<file path="src/rtl/tv_sync_pkg.sv">
package tv_sync_pkg;
  typedef enum logic {
    STD_525 = 1'b0,
    STD_625 = 1'b1
  } tv_std_e;
endpackage

</file>
<file path="src/rtl/tv_line_timer.sv">
module tv_line_timer
  import tv_sync_pkg::*;
#(
  parameter int HW           = 10,
  parameter int H_TOTAL_525  = 858,
  parameter int H_TOTAL_625  = 864,
  parameter int HS_START_525 = 734,
  parameter int HS_END_525   = 798,
  parameter int HS_START_625 = 740,
  parameter int HS_END_625   = 804
) (
  input  logic          clk_i,
  input  logic          rst_ni,
  input  logic          pix_en_i,
  input  tv_std_e       std_i,
  output logic [HW-1:0] h_cnt_o,
  output logic          line_end_o,
  output logic          hsync_o
);
  localparam logic [HW-1:0] LAST_525 = HW'(H_TOTAL_525 - 1);
  localparam logic [HW-1:0] LAST_625 = HW'(H_TOTAL_625 - 1);
  localparam logic [HW-1:0] HSS_525  = HW'(HS_START_525);
  localparam logic [HW-1:0] HSE_525  = HW'(HS_END_525);
  localparam logic [HW-1:0] HSS_625  = HW'(HS_START_625);
  localparam logic [HW-1:0] HSE_625  = HW'(HS_END_625);

  logic [HW-1:0] h_q, last, hs_s, hs_e;

  always_comb begin
    last = (std_i == STD_625) ? LAST_625 : LAST_525;
    hs_s = (std_i == STD_625) ? HSS_625  : HSS_525;
    hs_e = (std_i == STD_625) ? HSE_625  : HSE_525;
  end

  assign line_end_o = pix_en_i && (h_q == last);

  always_ff @(posedge clk_i or negedge rst_ni) begin
    if (!rst_ni)       h_q <= '0;
    else if (pix_en_i) h_q <= (h_q == last) ? '0 : h_q + 1'b1;
  end

  assign h_cnt_o = h_q;
  assign hsync_o = (h_q >= hs_s) && (h_q < hs_e);
endmodule

</file>
<file path="src/rtl/tv_frame_timer.sv">
module tv_frame_timer
  import tv_sync_pkg::*;
#(
  parameter int VW          = 10,
  parameter int V_LIMIT_525 = 525,
  parameter int V_LIMIT_625 = 625
) (
  input  logic          clk_i,
  input  logic          rst_ni,
  input  logic          pix_en_i,
  input  logic          trig_i,
  input  logic          line_end_i,
  input  logic          std_sel_i,
  output logic [VW-1:0] v_cnt_o,
  output logic          field_o,
  output tv_std_e       std_o
);
  localparam logic [VW-1:0] VLAST_525 = VW'(V_LIMIT_525 - 1);
  localparam logic [VW-1:0] VLAST_625 = VW'(V_LIMIT_625 - 1);

  logic [VW-1:0] v_q, vlast;
  logic          field_q, pend_q, restart;
  tv_std_e       std_q;

  assign vlast   = (std_q == STD_625) ? VLAST_625 : VLAST_525;
  // early trigger or limit reached; both resolve at a line boundary
  assign restart = line_end_i && (pend_q || (v_q == vlast));

  always_ff @(posedge clk_i or negedge rst_ni) begin
    if (!rst_ni) begin
      v_q     <= '0;
      field_q <= 1'b0;
      pend_q  <= 1'b0;
      std_q   <= STD_525;
    end else if (restart) begin
      v_q     <= '0;
      field_q <= ~field_q;
      pend_q  <= 1'b0;
      std_q   <= tv_std_e'(std_sel_i);
    end else begin
      if (line_end_i)          v_q    <= v_q + 1'b1;
      if (pix_en_i && trig_i)  pend_q <= 1'b1;
    end
  end

  assign v_cnt_o = v_q;
  assign field_o = field_q;
  assign std_o   = std_q;
endmodule

</file>
<file path="src/rtl/tv_field_decode.sv">
module tv_field_decode
  import tv_sync_pkg::*;
#(
  parameter int HW           = 10,
  parameter int VW           = 10,
  parameter int H_TOTAL_525  = 858,
  parameter int H_TOTAL_625  = 864,
  parameter int H_ACTIVE     = 720,
  parameter int V_ACTIVE     = 480,
  parameter int VS_START_525 = 487,
  parameter int VS_END_525   = 493,
  parameter int VS_START_625 = 486,
  parameter int VS_END_625   = 492
) (
  input  logic [HW-1:0] h_i,
  input  logic [VW-1:0] v_i,
  input  logic          field_i,
  input  tv_std_e       std_i,
  output logic          vsync_o,
  output logic          active_o
);
  localparam logic [HW-1:0] HALF_525 = HW'(H_TOTAL_525 / 2);
  localparam logic [HW-1:0] HALF_625 = HW'(H_TOTAL_625 / 2);
  localparam logic [HW-1:0] HA_L     = HW'(H_ACTIVE);
  localparam logic [VW-1:0] VA_L     = VW'(V_ACTIVE);
  localparam logic [VW-1:0] VSS_525  = VW'(VS_START_525);
  localparam logic [VW-1:0] VSE_525  = VW'(VS_END_525);
  localparam logic [VW-1:0] VSS_625  = VW'(VS_START_625);
  localparam logic [VW-1:0] VSE_625  = VW'(VS_END_625);

  logic [HW-1:0] off;
  logic [VW-1:0] vs_s, vs_e;
  logic          past_start, before_end;

  always_comb begin
    vs_s = (std_i == STD_625) ? VSS_625 : VSS_525;
    vs_e = (std_i == STD_625) ? VSE_625 : VSE_525;
    // second field: both vsync edges delayed by half a line
    if (field_i) off = (std_i == STD_625) ? HALF_625 : HALF_525;
    else         off = '0;
    past_start = (v_i > vs_s) || ((v_i == vs_s) && (h_i >= off));
    before_end = (v_i < vs_e) || ((v_i == vs_e) && (h_i < off));
  end

  assign vsync_o  = past_start && before_end;
  assign active_o = (h_i < HA_L) && (v_i < VA_L);
endmodule

</file>
<file path="src/rtl/tv_sync_gen.sv">
module tv_sync_gen
  import tv_sync_pkg::*;
#(
  parameter int H_TOTAL_525  = 858,
  parameter int H_TOTAL_625  = 864,
  parameter int H_ACTIVE     = 720,
  parameter int HS_START_525 = 734,
  parameter int HS_END_525   = 798,
  parameter int HS_START_625 = 740,
  parameter int HS_END_625   = 804,
  parameter int V_LIMIT_525  = 525,
  parameter int V_LIMIT_625  = 625,
  parameter int V_ACTIVE     = 480,
  parameter int VS_START_525 = 487,
  parameter int VS_END_525   = 493,
  parameter int VS_START_625 = 486,
  parameter int VS_END_625   = 492,
  localparam int H_MAX = (H_TOTAL_625 > H_TOTAL_525) ? H_TOTAL_625 : H_TOTAL_525,
  localparam int V_MAX = (V_LIMIT_625 > V_LIMIT_525) ? V_LIMIT_625 : V_LIMIT_525,
  localparam int HW    = $clog2(H_MAX),
  localparam int VW    = $clog2(V_MAX)
) (
  input  logic          clk_i,
  input  logic          rst_ni,
  input  logic          std_sel_i,
  input  logic          pix_en_i,
  input  logic          vsync_trig_i,
  output logic          hsync_o,
  output logic          vsync_o,
  output logic          field_o,
  output logic          active_o,
  output logic [HW-1:0] h_cnt_o,
  output logic [VW-1:0] v_cnt_o
);
  tv_std_e std_q;
  logic    line_end;

  tv_line_timer #(
    .HW(HW), .H_TOTAL_525(H_TOTAL_525), .H_TOTAL_625(H_TOTAL_625),
    .HS_START_525(HS_START_525), .HS_END_525(HS_END_525),
    .HS_START_625(HS_START_625), .HS_END_625(HS_END_625)
  ) u_line (
    .clk_i(clk_i), .rst_ni(rst_ni), .pix_en_i(pix_en_i), .std_i(std_q),
    .h_cnt_o(h_cnt_o), .line_end_o(line_end), .hsync_o(hsync_o)
  );

  tv_frame_timer #(
    .VW(VW), .V_LIMIT_525(V_LIMIT_525), .V_LIMIT_625(V_LIMIT_625)
  ) u_frame (
    .clk_i(clk_i), .rst_ni(rst_ni), .pix_en_i(pix_en_i), .trig_i(vsync_trig_i),
    .line_end_i(line_end), .std_sel_i(std_sel_i),
    .v_cnt_o(v_cnt_o), .field_o(field_o), .std_o(std_q)
  );

  tv_field_decode #(
    .HW(HW), .VW(VW), .H_TOTAL_525(H_TOTAL_525), .H_TOTAL_625(H_TOTAL_625),
    .H_ACTIVE(H_ACTIVE), .V_ACTIVE(V_ACTIVE),
    .VS_START_525(VS_START_525), .VS_END_525(VS_END_525),
    .VS_START_625(VS_START_625), .VS_END_625(VS_END_625)
  ) u_dec (
    .h_i(h_cnt_o), .v_i(v_cnt_o), .field_i(field_o), .std_i(std_q),
    .vsync_o(vsync_o), .active_o(active_o)
  );
endmodule

</file>
<file path="config.mk">
export PLATFORM = sky130hd
export DESIGN_NAME = tv_sync_gen
export DESIGN_NICKNAME = d
export VERILOG_FILES = /design/src/rtl/tv_sync_pkg.sv /design/src/rtl/tv_line_timer.sv /design/src/rtl/tv_frame_timer.sv /design/src/rtl/tv_field_decode.sv /design/src/rtl/tv_sync_gen.sv
export SDC_FILE = /design/constraint.sdc
export NUM_CORES = 1
export LEC_CHECK = 0
export BUFFER_PORTS_ARGS = -buffer_cell sky130_fd_sc_hd__clkbuf_2
export CAP_MARGIN = 25
export CORE_MARGIN = 2
export CORE_UTILIZATION = 58
export CTS_BUF_LIST = sky130_fd_sc_hd__clkbuf_8
export DETAILED_ROUTE_END_ITERATION = 12
export PLACE_DENSITY = 0.81
export RECOVER_POWER = 50
export SLEW_MARGIN = 5
export SYNTH_ARGS = -nofsm -noshare
export SYNTH_HDL_FRONTEND = slang
export SYNTH_HIERARCHICAL = 1
export SYNTH_SLANG_ARGS = --single-unit
</file>
<file path="constraint.sdc">
create_clock -name clk_i -period 3.65 [get_ports clk_i]
set_input_delay 0.73 -clock clk_i [delete_from_list [all_inputs] [get_ports clk_i]]
set_output_delay 0.73 -clock clk_i [all_outputs]
set_load 0.01 [all_outputs]
</file>
**Word-level counts from Yosys, hierarchy flattened**

Index checks and enable logic that the tools add are counted.

- Word-level logic and storage cells: 46
- Flip-flop bits (word level): 23
- Memory bits (read-only): 0
- Latch bits: 0
- Input port bits: 5
- Output and inout port bits: 24
- Bits in writable memories: 0
- Memories kept: 0

- Mux-type cells: 13
- Eq/ne operators: 4
- Shift operators: 0
- Div/mod/pow operators: 0
- Reductions and logical operators: 13
- Multipliers: 0
- Add/subtract/negate cells: 2
- Bitwise gates (word level): 1
- $lt $le $gt $ge: 8

Operator list:

| cell | number |
|---|---|
| 10-bit == test | 4 |
| 10-bit less-than comparator | 3 |
| 10-bit 2-to-1 mux | 3 |
| 10-bit by 1-bit adder with 10-bit output, second input constant | 2 |
| 10-bit greater-or-equal comparator | 2 |
| 6-bit 2-to-1 mux | 2 |
| 10-bit > comparator | 1 |
| 10-bit less-than comparator, second input constant | 1 |
| 10-bit by 9-bit less-than comparator with 1-bit output, second input constant | 1 |
| 9-bit 2-to-1 mux | 1 |
| 1-bit logical AND | 8 |
| 7-bit 2-to-1 mux | 1 |
| 5-bit 2-to-1 mux | 1 |
| 1-bit 2-to-1 mux | 4 |
| 2-bit nonzero test | 2 |
| 1-bit logical OR | 3 |
| 3-bit 2-to-1 mux | 1 |
| 1-bit NOT | 1 |

**Longest topological paths before layout**

Gate-level depths: netlist of run 1.

- Depth in word-level cells: 6
- Mapped depth: 11
- Gate-level depth less buffers: 9

**Hierarchy**

The synthesis of run 1 kept the hierarchy.

Modules (own cells, without submodules):

| module | instances | area an instance (um^2) | seq. area each (um^2) | cells each |
|---|---|---|---|---|
| tv_frame_timer | 1 | 752.0 | 325.3 | 78 |
| tv_line_timer | 1 | 679.4 | 250.2 | 69 |
| tv_field_decode | 1 | 351.6 | 0.0 | 52 |

**Least setup slack after synthesis of run 1**

OpenSTA, ideal clock, no wires.

- Kind: register to register
- From: register u_frame.std_q, in the netlist u_frame/std_o
- To: register u_frame.std_q, in the netlist u_frame/std_o
- Data required time: 3580 ps
- Library setup time: 70 ps
- Period minus slack after synthesis: 2610 ps
- Stages on the path, launching flop included: 12
- Arrival time: 2540 ps
- Setup slack: 1040 ps
- Buffers on the path: 3
- Cell sequence: dfrtp_1 -> inv_1 -> ha_1 -> nand4bb_1 -> nor4_4 -> and2_1 -> buf_6 -> clkbuf_1 -> and2_1 -> clkbuf_1 -> a222oi_1 -> nand3b_1

- Word-level cells in the longest chain between the ends: 4
- Elaborated cells on any way between the ends: 7
- Classes of those cells: eq/ne (2); mux (2); reduce/logical (3)

RTL lines:

| what | line | text |
|---|---|---|
| start: declaration | tv_frame_timer.sv:23 | `tv_std_e std_q;` |
| start signal: assignment | tv_frame_timer.sv:39 | `std_q <= tv_std_e'(std_sel_i);` |
| 3-bit 2-to-1 mux | tv_line_timer.sv:30 | `last = (std_i == STD_625) ? LAST_625 : LAST_525;` |
| 10-bit == test | tv_line_timer.sv:35 | `assign line_end_o = pix_en_i && (h_q == last);` |
| 1-bit logical AND | tv_line_timer.sv:35 |  |
| net line_end | tv_sync_gen.sv:36 | `logic line_end;` |
| 1-bit logical AND | tv_frame_timer.sv:27 | `assign restart = line_end_i && (pend_q \|\| (v_q == vlast));` |

The timed path passes the listed nets, and every way through them passes these cells.
A chain may end at the register's enable or synchronous reset.

**Final worst setup path of run 1**

- From: register u_frame.std_q, in the netlist u_frame/std_o
- To: output port vsync_o

- Word-level cells in the longest chain between the ends: 6
- Elaborated cells on any way between the ends: 15
- Classes of those cells: order compare (4); eq/ne (2); mux (4); reduce/logical (5)

RTL lines:

| what | line | text |
|---|---|---|
| 5-bit 2-to-1 mux | tv_field_decode.sv:39 | `if (field_i) off = (std_i == STD_625) ? HALF_625 : HALF_525;` |
| 9-bit 2-to-1 mux | tv_field_decode.sv:39 |  |
| 10-bit greater-or-equal comparator or 10-bit less-than comparator (tied branches) | tv_field_decode.sv:41, tv_field_decode.sv:42 |  |
| 1-bit logical AND (on tied branches) | tv_field_decode.sv:41, tv_field_decode.sv:42 |  |
| 1-bit logical OR (on tied branches) | tv_field_decode.sv:41, tv_field_decode.sv:42 |  |
| 1-bit logical AND * | tv_field_decode.sv:45 | `assign vsync_o = past_start && before_end;` |
| end: declaration | tv_sync_gen.sv:29 | `output logic vsync_o,` |

Every way passes the cells marked *; elsewhere a longest branch is shown, timed or not.

==> flow_metrics.tcl, run 1 <==
set metrics [dict create \
    grt_max_degree 24 \
    worst_r2r_endpoint "u_frame/std_o" \
    clock_skew_ns 0.00710 \
    clkSinkCount 23 \
    final_cells 257 \
    required_ns 2.92 \
    rsz0062_at_grt "no" \
    max_freq_mhz 318 \
    path_max_fanout 10 \
    finalWirelength_um 3900 \
    die_area_sq_um 3530 \
    worstMarginPinSlew_ns 1.27 \
    syn_inst 199 \
    grt_pass1_vias 1294 \
    num_rows 20 \
    clk_latency_ns 0.27 \
    finalMaxSlewViolations 0 \
    ys_ff_latch 23 \
    ys_types 47 \
    r2r_cells 8 \
    numCtsBuffers 3 \
    dr.pass1.iters 4 \
    yosysTopAreaCellShare 0.323 \
    area_growth_pct 9.82 \
    layout_common_cells "23 x dfrtp_1, 17 x nand2_1, 16 x clkbuf_2, 15 x ha_1, 14 x inv_1" \
    ys.flop_type "dfrtp_1" \
    holdPathEnd "u_line/h_cnt_o[0]" \
    critPathKind "flop to output port" \
    grt_usage 0.237 \
    cp-end-kind "output port" \
    ir_drop_v 0.000425 \
    via_count 1564 \
    multi_input_area_sq_um 1120 \
    start_util 0.599 \
    hp-class "flop to flop" \
    place_congestion 0.814 \
    cts.clk_slew.worst_paths_ns 0.09 \
    r2r_slack_ns 0.57 \
    port_buffers 28 \
    die_h_um 59.4 \
    cp_data_arrival_time_ns 2.41 \
    grt_overflow 0 \
    layout_commonest_cell "dfrtp_1" \
    cts_setup_buffers 0 \
    layout-drive-gt1-share 0.134 \
    holdPathStages 1 \
    post-dp-hpwl_um 2840 \
    fillers 239 \
    hold_viol_final 0 \
    io_pins 29 \
    yosysSeqAreaShare 0.323 \
    wire_per_inst_um 15.2 \
    p_leak_nw 0.919 \
    grt_pass1_wl_um 6220 \
    fin_crit_ns 3.14 \
    die_x_um 59.4 \
    antenna_found_initial 0 \
    cts.htree.levels 1 \
    post_cts_resized 0 \
    worstHoldStart "u_line/h_cnt_o[0]" \
    cts_tree "done" \
    slew_headroom 0.155 \
    async_reset_ff_frac 1.00 \
    dp_cells 253 \
    r2r-start "u_frame/std_o" \
    power_density_nw_per_um2 380 \
    yosysWarnings 6 \
    seqCellArea_sq_um 576 \
    cts_max_path_buffers 2 \
    ant_nets 0 \
    drv_cap 0 \
    start_kind "flop" \
    total_power_mw 0.744 \
    synth_area_sq_um 1780 \
    post_drt_via_cell_ratio 6.09 \
    setup_viol 0 \
    synth_area_leader_cell "dfrtp_1" \
    final.setup.tns_ns 0 \
    avgSynthCellArea_sq_um 8.96 \
    min_period_over_period 0.861 \
    insertedDiodeCount 0 \
    cts_root_buf "clkbuf_8" \
    cts-hold-fix-buffers 0 \
    core-area_sq_um 2980 \
    synth_fp_nets 219 \
    drt_iter0_drc 108 \
    synth_area_leaders "dfrtp_1 32%, ha_1 11%, nand2_1 3.6%, xnor2_1 3.4%, nor2b_1 3.2%" \
    synth_edf_count 0 \
    nNetsFinal 245 \
    outcome "complete, no violations" \
    drc 0 \
]
[cell type report]
cell class / instances / area share
Clock buffer: 3 / 0.0211
Timing Repair Buffer: 28 / 0.0639
Multi-Input combinational cell: 155 / 0.571
Inverter: 14 / 0.0268
Tap cell: 33 / 0.0211
Clock inverter: 1 / 0.00256
Sequential cell: 23 / 0.294
[kinds of logic (layout without fill, tap and decap cells)]
group / Yosys count / count (layout) / share of synthesized area
DFF: 23 / 23 / 0.323
and+or+nand+nor: 88 / 88 / 0.306
AOI/OAI and AO/OA: 39 / 39 / 0.152
buffers and inverters: 21 / 46 / 0.0505
xor gates and xnor gates: 13 / 13 / 0.0639
adders and majority gates: 15 / 15 / 0.105
[registers in the layout, indices dropped and copies added, names as in the netlist]
name             count
u_frame/pend_q       1
u_line/h_cnt_o      10
u_frame/field_o      1
u_frame/std_o        1
u_frame/v_cnt_o     10
[routing by layer]
metal  GRT usage  up-vias  part of all wire
met2       0.331       43              0.45
met1       0.370      736              0.49
met5           0        -                 0
met3      0.0262        4             0.048
met4      0.0877        0             0.011
li1            -      781                 -
[power by group]
group | total [mW] | internal [mW] | switching [mW]
Sequential | 0.361 | 0.286 | 0.0756
Combinational | 0.222 | 0.101 | 0.121
Clock | 0.161 | 0.0764 | 0.0846
[through the flow]
| stage | area, sq um | hold slack, ns | worst slack, ns | utilization |
|---|---|---|---|---|
| 3_5_place_dp | 1930 | 0.588 | 0.675 | 0.647 |
| 5_1_grt | 1960 | 0.652 | 0.355 | 0.658 |
| 3_3_place_gp | 1930 | 0.588 | 0.840 | 0.647 |
| 2_1_floorplan | 1780 | 0.434 | 1.04 | - |
| 6_report | 1960 | 0.599 | 0.508 | 0.658 |
| 4_1_cts | 1970 | 0.462 | 0.532 | 0.663 |
[synth_stat cells (2+ instances only)]
cell type,instances
buf_2,3
nor4_4,2
nand2b_1,2
and3_1,3
nand4bb_1,2
nor2_1,5
a21oi_1,9
o22ai_1,3
o21ai_0,8
nand2_1,17
xnor2_1,7
dfrtp_1,23
nand3_1,8
nor2_2,4
ha_1,15
nor4_1,6
and2_1,3
nor3_1,11
inv_1,14
xor2_1,6
nor2b_1,9
nand4_1,6
nand3b_1,3
a211oi_1,3
clkbuf_1,3
a21o_1,3
[critical path, cell delays in order (launching register included)]
cell and delay (ns):
dfrtp_1 0.54, inv_1 0.11, nand2_1 0.12, inv_1 0.06, ha_1 0.17, nor2b_1 0.12
o21ai_0 0.29, o21ai_0 0.14, a311oi_1 0.38, clkbuf_2 0.20
[how the worst max path moves through the flow]
stage | startpoint | endpoint | slack [ns] | cells past startpoint
2_1_floorplan | u_frame/std_o | u_frame/std_o | 1.04 | 11
3_3_place_gp | u_frame/std_o | u_frame/v_cnt_o[3] | 0.84 | 8
3_5_place_dp | u_frame/std_o | u_frame/std_o | 0.68 | 8
4_1_cts | u_frame/std_o | vsync_o | 0.53 | 9
5_1_grt | u_frame/std_o | u_frame/std_o | 0.35 | 8
6_report | u_frame/std_o | vsync_o | 0.51 | 9
Note: power is estimated with default switching activity, not from simulation.
==> run 2, diff against run 1 <==
Clock period 3.65 ns to 3.45 ns, I/O delays scaled along.
==> run 2 against run 1 <==
Non-clock buffer count up 1; sequential share of layout area down 0.11 points; combinational power up 5%; worst setup slack worse by 0.17 ns; largest power group unchanged.
==> flow_metrics.tcl, run 2 (synthesis results as in run 1) <==
set metrics [dict create \
    outcome "complete, no violations" \
    drt_iter0_drc 68 \
    layout_common_cells "23 x dfrtp_1, 17 x nand2_1, 16 x clkbuf_2, 15 x ha_1, 14 x inv_1" \
    clkSinkCount 23 \
    cp_data_arrival_time_ns 2.43 \
    min_period_over_period 0.903 \
    post-dp-hpwl_um 3070 \
    postLayoutCellArea_sq_um 1970 \
    finalWirelength_um 4160 \
    holdPathEnd "u_line/h_cnt_o[0]" \
    layout_commonest_cell "dfrtp_1" \
    cts.clk_slew.worst_paths_ns 0.08 \
    cts_setup_buffers 0 \
    r2r-start "u_frame/std_o" \
    drv_cap 0 \
    place_area_sq_um 1930 \
    post_cts_resized 0 \
    setup_viol 0 \
    port_buffers 28 \
    cp-end-kind "output port" \
    seqCellArea_sq_um 576 \
    critPathKind "flop to output port" \
    fin_crit_ns 3.12 \
    ant_nets 0 \
    r2r_cells 9 \
    clk_latency_ns 0.27 \
    start_kind "flop" \
    holdPathStages 1 \
    power_density_nw_per_um2 402 \
    die_area_sq_um 3530 \
    numCtsBuffers 3 \
    required_ns 2.76 \
    p_leak_nw 0.925 \
    met2WireLength_um 1920 \
    finalMaxSlewViolations 0 \
    grt_pass1_vias 1492 \
    worst_r2r_endpoint "u_frame/field_o" \
    via_count 1628 \
    cts_max_path_buffers 2 \
    ir_drop_v 0.000356 \
    rsz0062_at_grt "no" \
    hold_ws_ns 0.593 \
    antenna_found_initial 0 \
    final_cells 258 \
    grt_usage 0.255 \
    wire_per_inst_um 16.1 \
    hold_viol_final 0 \
    io_pins 29 \
    slew_headroom 0.145 \
    worstHoldStart "u_line/h_cnt_o[0]" \
    total_power_mw 0.790 \
    dp_cells 254 \
    cts_root_buf "clkbuf_8" \
    area_growth_pct 10.2 \
    cts_tree "done" \
    dr.pass1.iters 4 \
    num_rows 20 \
    grt_max_degree 24 \
    r2r_slack_ns 0.67 \
    multi_input_area_sq_um 1120 \
    routed.top_layer "met4" \
    fillers 261 \
    clock_skew_ns 0.00721 \
    cts.htree.levels 1 \
    place_congestion 0.813 \
    die_h_um 59.4 \
    layout-drive-gt1-share 0.138 \
    hp-class "flop to flop" \
    routed-wl-met3_um 178 \
    core-area_sq_um 2980 \
    start_util 0.599 \
    grt_overflow 0 \
    insertedDiodeCount 0 \
    wl_met1_um 1970 \
    max_freq_mhz 321 \
    drc 0 \
    die_x_um 59.4 \
    path_max_fanout 8 \
    nNetsFinal 246 \
    post_drt_via_cell_ratio 6.31 \
    grt_pass1_wl_um 6790 \
    final.setup.tns_ns 0 \
    cts-hold-fix-buffers 0 \
    worstMarginPinSlew_ns 1.28 \
]
run 2: cell count changes in the layout (fill, tap and decap cells not counted), sizes merged:
cell / before / now
buf: 0 / 1
run 2: layout make-up:
type	instances	share of cell area
sequential	23	0.293
inverter	14	0.0267
clock inverter	1	0.00255
multi-input combinational	155	0.568
timing repair buffer	29	0.0675
tap	33	0.0210
clock buffer	3	0.0210
run 2: worst max-delay path by stage:
stage | end | slack (ns) | depth (start not counted) | startpoint
floorplan | u_frame/std_o | 0.84 | 11 | u_frame/std_o
global placement | vsync_o | 0.69 | 7 | u_frame/field_o
finish | vsync_o | 0.33 | 7 | u_frame/field_o
CTS | vsync_o | 0.34 | 8 | u_frame/field_o
detailed placement | vsync_o | 0.65 | 8 | u_frame/field_o
global route | vsync_o | 0.11 | 7 | u_frame/field_o
run 2: metal layers:
metal / vias up / GRT usage
li1: 775 / -
met1: 789 / 0.351
met2: 55 / 0.381
met3: 9 / 0.0371
met4: 0 / 0.143
met5: - / 0
run 2: worst max-delay path, cell delays in order, from the launching register on:
cell and delay (ns):
dfrtp_1 0.51, inv_1 0.15, ha_1 0.33, nand2_1 0.07
nor4_1 0.43, nor4_4 0.08, a311oi_1 0.37, clkbuf_2 0.21
run 2: through the flow:
stage          worst slack, ns  utilization
3_3_place_gp             0.694        0.650
5_1_grt                  0.109        0.660
6_report                 0.333        0.660
2_1_floorplan            0.840            -
4_1_cts                  0.344        0.665
3_5_place_dp             0.653        0.650
run 2: power breakdown:
group	internal (mW)	switching (mW)	leakage, nW
logic	0.107	0.126	0.613
registers	0.302	0.0850	0.286
clock network	0.0809	0.0898	0.0255
==> run 3, diff against run 2 <==
Settings changed: MAX_ROUTING_LAYER set to met4.
==> run 3 against run 2 <==
Clock power is essentially flat; critical path depth is the same; critical path type unchanged; first-iteration DRC count decreased by 2.9%; die area unchanged; global-route usage grew 0.75 points; critical endpoint unchanged; via count down 0.80%; sequential share of layout area stayed put; highest routed layer unchanged; power barely moved; register-to-register slack about the same.
==> flow_metrics.tcl, run 3 (synthesis results as in run 1) <==
set metrics [dict create \
    outcome "complete, no violations" \
    grt_overflow 0 \
    critPathBufInv 2 \
    clk_latency_ns 0.27 \
    wire_per_inst_um 15.9 \
    critPathTopFamily "simple AND/OR/NAND/NOR gates" \
    path_max_fanout 8 \
    cts_root_buf "clkbuf_8" \
    die_x_um 59.4 \
    setup_viol 0 \
    drc 0 \
    worstMarginPinSlew_ns 1.27 \
    layout_commonest_cell "dfrtp_1" \
    worstHoldStart "u_line/h_cnt_o[0]" \
    ir_drop_v 0.000360 \
    required_ns 2.76 \
    p_leak_nw 0.925 \
    place_congestion 0.825 \
    cpPeakStageDelay_ns 0.51 \
    cts_max_path_buffers 2 \
    drt_iter0_drc 66 \
    slowest_stage "dfrtp_1" \
    use_met2 0.381 \
    die_area_sq_um 3530 \
    grt_usage 0.263 \
    r2r_cells 8 \
    r2r-start "u_frame/std_o" \
    start_util 0.599 \
    cts.htree.levels 1 \
    via_count 1615 \
    ant_nets 0 \
    start_kind "flop" \
    antenna_found_initial 0 \
    finalWirelength_um 4110 \
    layout-drive-gt1-share 0.138 \
    cts_tree "done" \
    critPathKind "flop to output port" \
    finalMaxSlewViolations 0 \
    hp-class "flop to flop" \
    die_h_um 59.4 \
    slew_headroom 0.150 \
    holdPathEnd "u_line/h_cnt_o[0]" \
    rsz0062_at_grt "no" \
    grt_max_degree 24 \
    cp_cell_sequence "inv_1 > ha_1 > nand2_1 > nor4_1 > nor4_4 > a311oi_1 > clkbuf_2" \
    grt_pass1_vias 1495 \
    postLayoutCellArea_sq_um 1970 \
    r2r_slack_ns 0.68 \
    final.setup.tns_ns 0 \
    fin_crit_ns 3.12 \
    post_drt_via_cell_ratio 6.26 \
    max_freq_mhz 321 \
    use_met3 0.0371 \
    layout_common_cells "23 x dfrtp_1, 17 x nand2_1, 16 x clkbuf_2, 15 x ha_1, 14 x inv_1" \
    numCtsBuffers 3 \
    worst_r2r_endpoint "u_frame/v_cnt_o[6]" \
    min_period_over_period 0.904 \
    post_cts_resized 0 \
    cp_data_arrival_time_ns 2.43 \
    power_density_nw_per_um2 402 \
    nNetsFinal 246 \
    clkSinkCount 23 \
    post-dp-hpwl_um 3070 \
    io_pins 29 \
    hold_viol_final 0 \
    cts_setup_buffers 0 \
    grt_pass1_wl_um 6780 \
    insertedDiodeCount 0 \
    place_area_sq_um 1930 \
    grt_util_met1 0.351 \
    drv_cap 0 \
    clock_skew_ns 0.00707 \
    core-area_sq_um 2980 \
    dr.pass1.iters 4 \
    num_rows 20 \
    holdPathStages 1 \
    cts.clk_slew.worst_paths_ns 0.08 \
    grt-busiest-layer "met2" \
    port_buffers 28 \
    cts-hold-fix-buffers 0 \
    area_growth_pct 10.2 \
    cp-end-kind "output port" \
]
==> run 3: layer usage <==
| layer | share of wire | vias to the layer above |
|---|---|---|
| met4 | 0.020 | 0 |
| met5 | 0 | - |
| met1 | 0.48 | 790 |
| met2 | 0.47 | 39 |
| met3 | 0.034 | 9 |
| li1 | - | 777 |
==> run 3: report_power, final <==
group / switching (mW) / total, mW / internal [mW]
Sequential: 0.0853 / 0.387 / 0.302
Clock: 0.0906 / 0.171 / 0.0809
Combinational: 0.125 / 0.232 / 0.107
==> run 3: worst max path at each step <==
stage	startpoint	endpoint	slack [ns]	cells after the start
global placement	u_frame/field_o	vsync_o	0.69	7
floorplan	u_frame/std_o	u_frame/std_o	0.84	11
CTS	u_frame/field_o	vsync_o	0.34	8
finish	u_frame/field_o	vsync_o	0.33	7
global route	u_frame/field_o	vsync_o	0.11	7
detailed placement	u_frame/field_o	vsync_o	0.65	8
==> run 3: cell type report <==
type / count / area, sq um
sequential: 23 / 576
fill: 261 / 1010
multi-input combinational: 155 / 1120
clock buffer: 3 / 41.3
inverter: 14 / 52.6
timing repair buffer: 29 / 133
clock inverter: 1 / 5.00
tap: 33 / 41.3
==> run 3: metrics by stage <==
stage,cells,total power [mW],worst slack [ns],hold slack [ns],utilization
global placement,254,0.619,0.694,0.594,0.650
finish,258,0.791,0.330,0.608,0.660
CTS,258,0.796,0.344,0.425,0.665
floorplan,199,0.538,0.840,0.394,-
detailed placement,254,0.625,0.653,0.586,0.650
global route,258,0.851,0.109,0.622,0.660
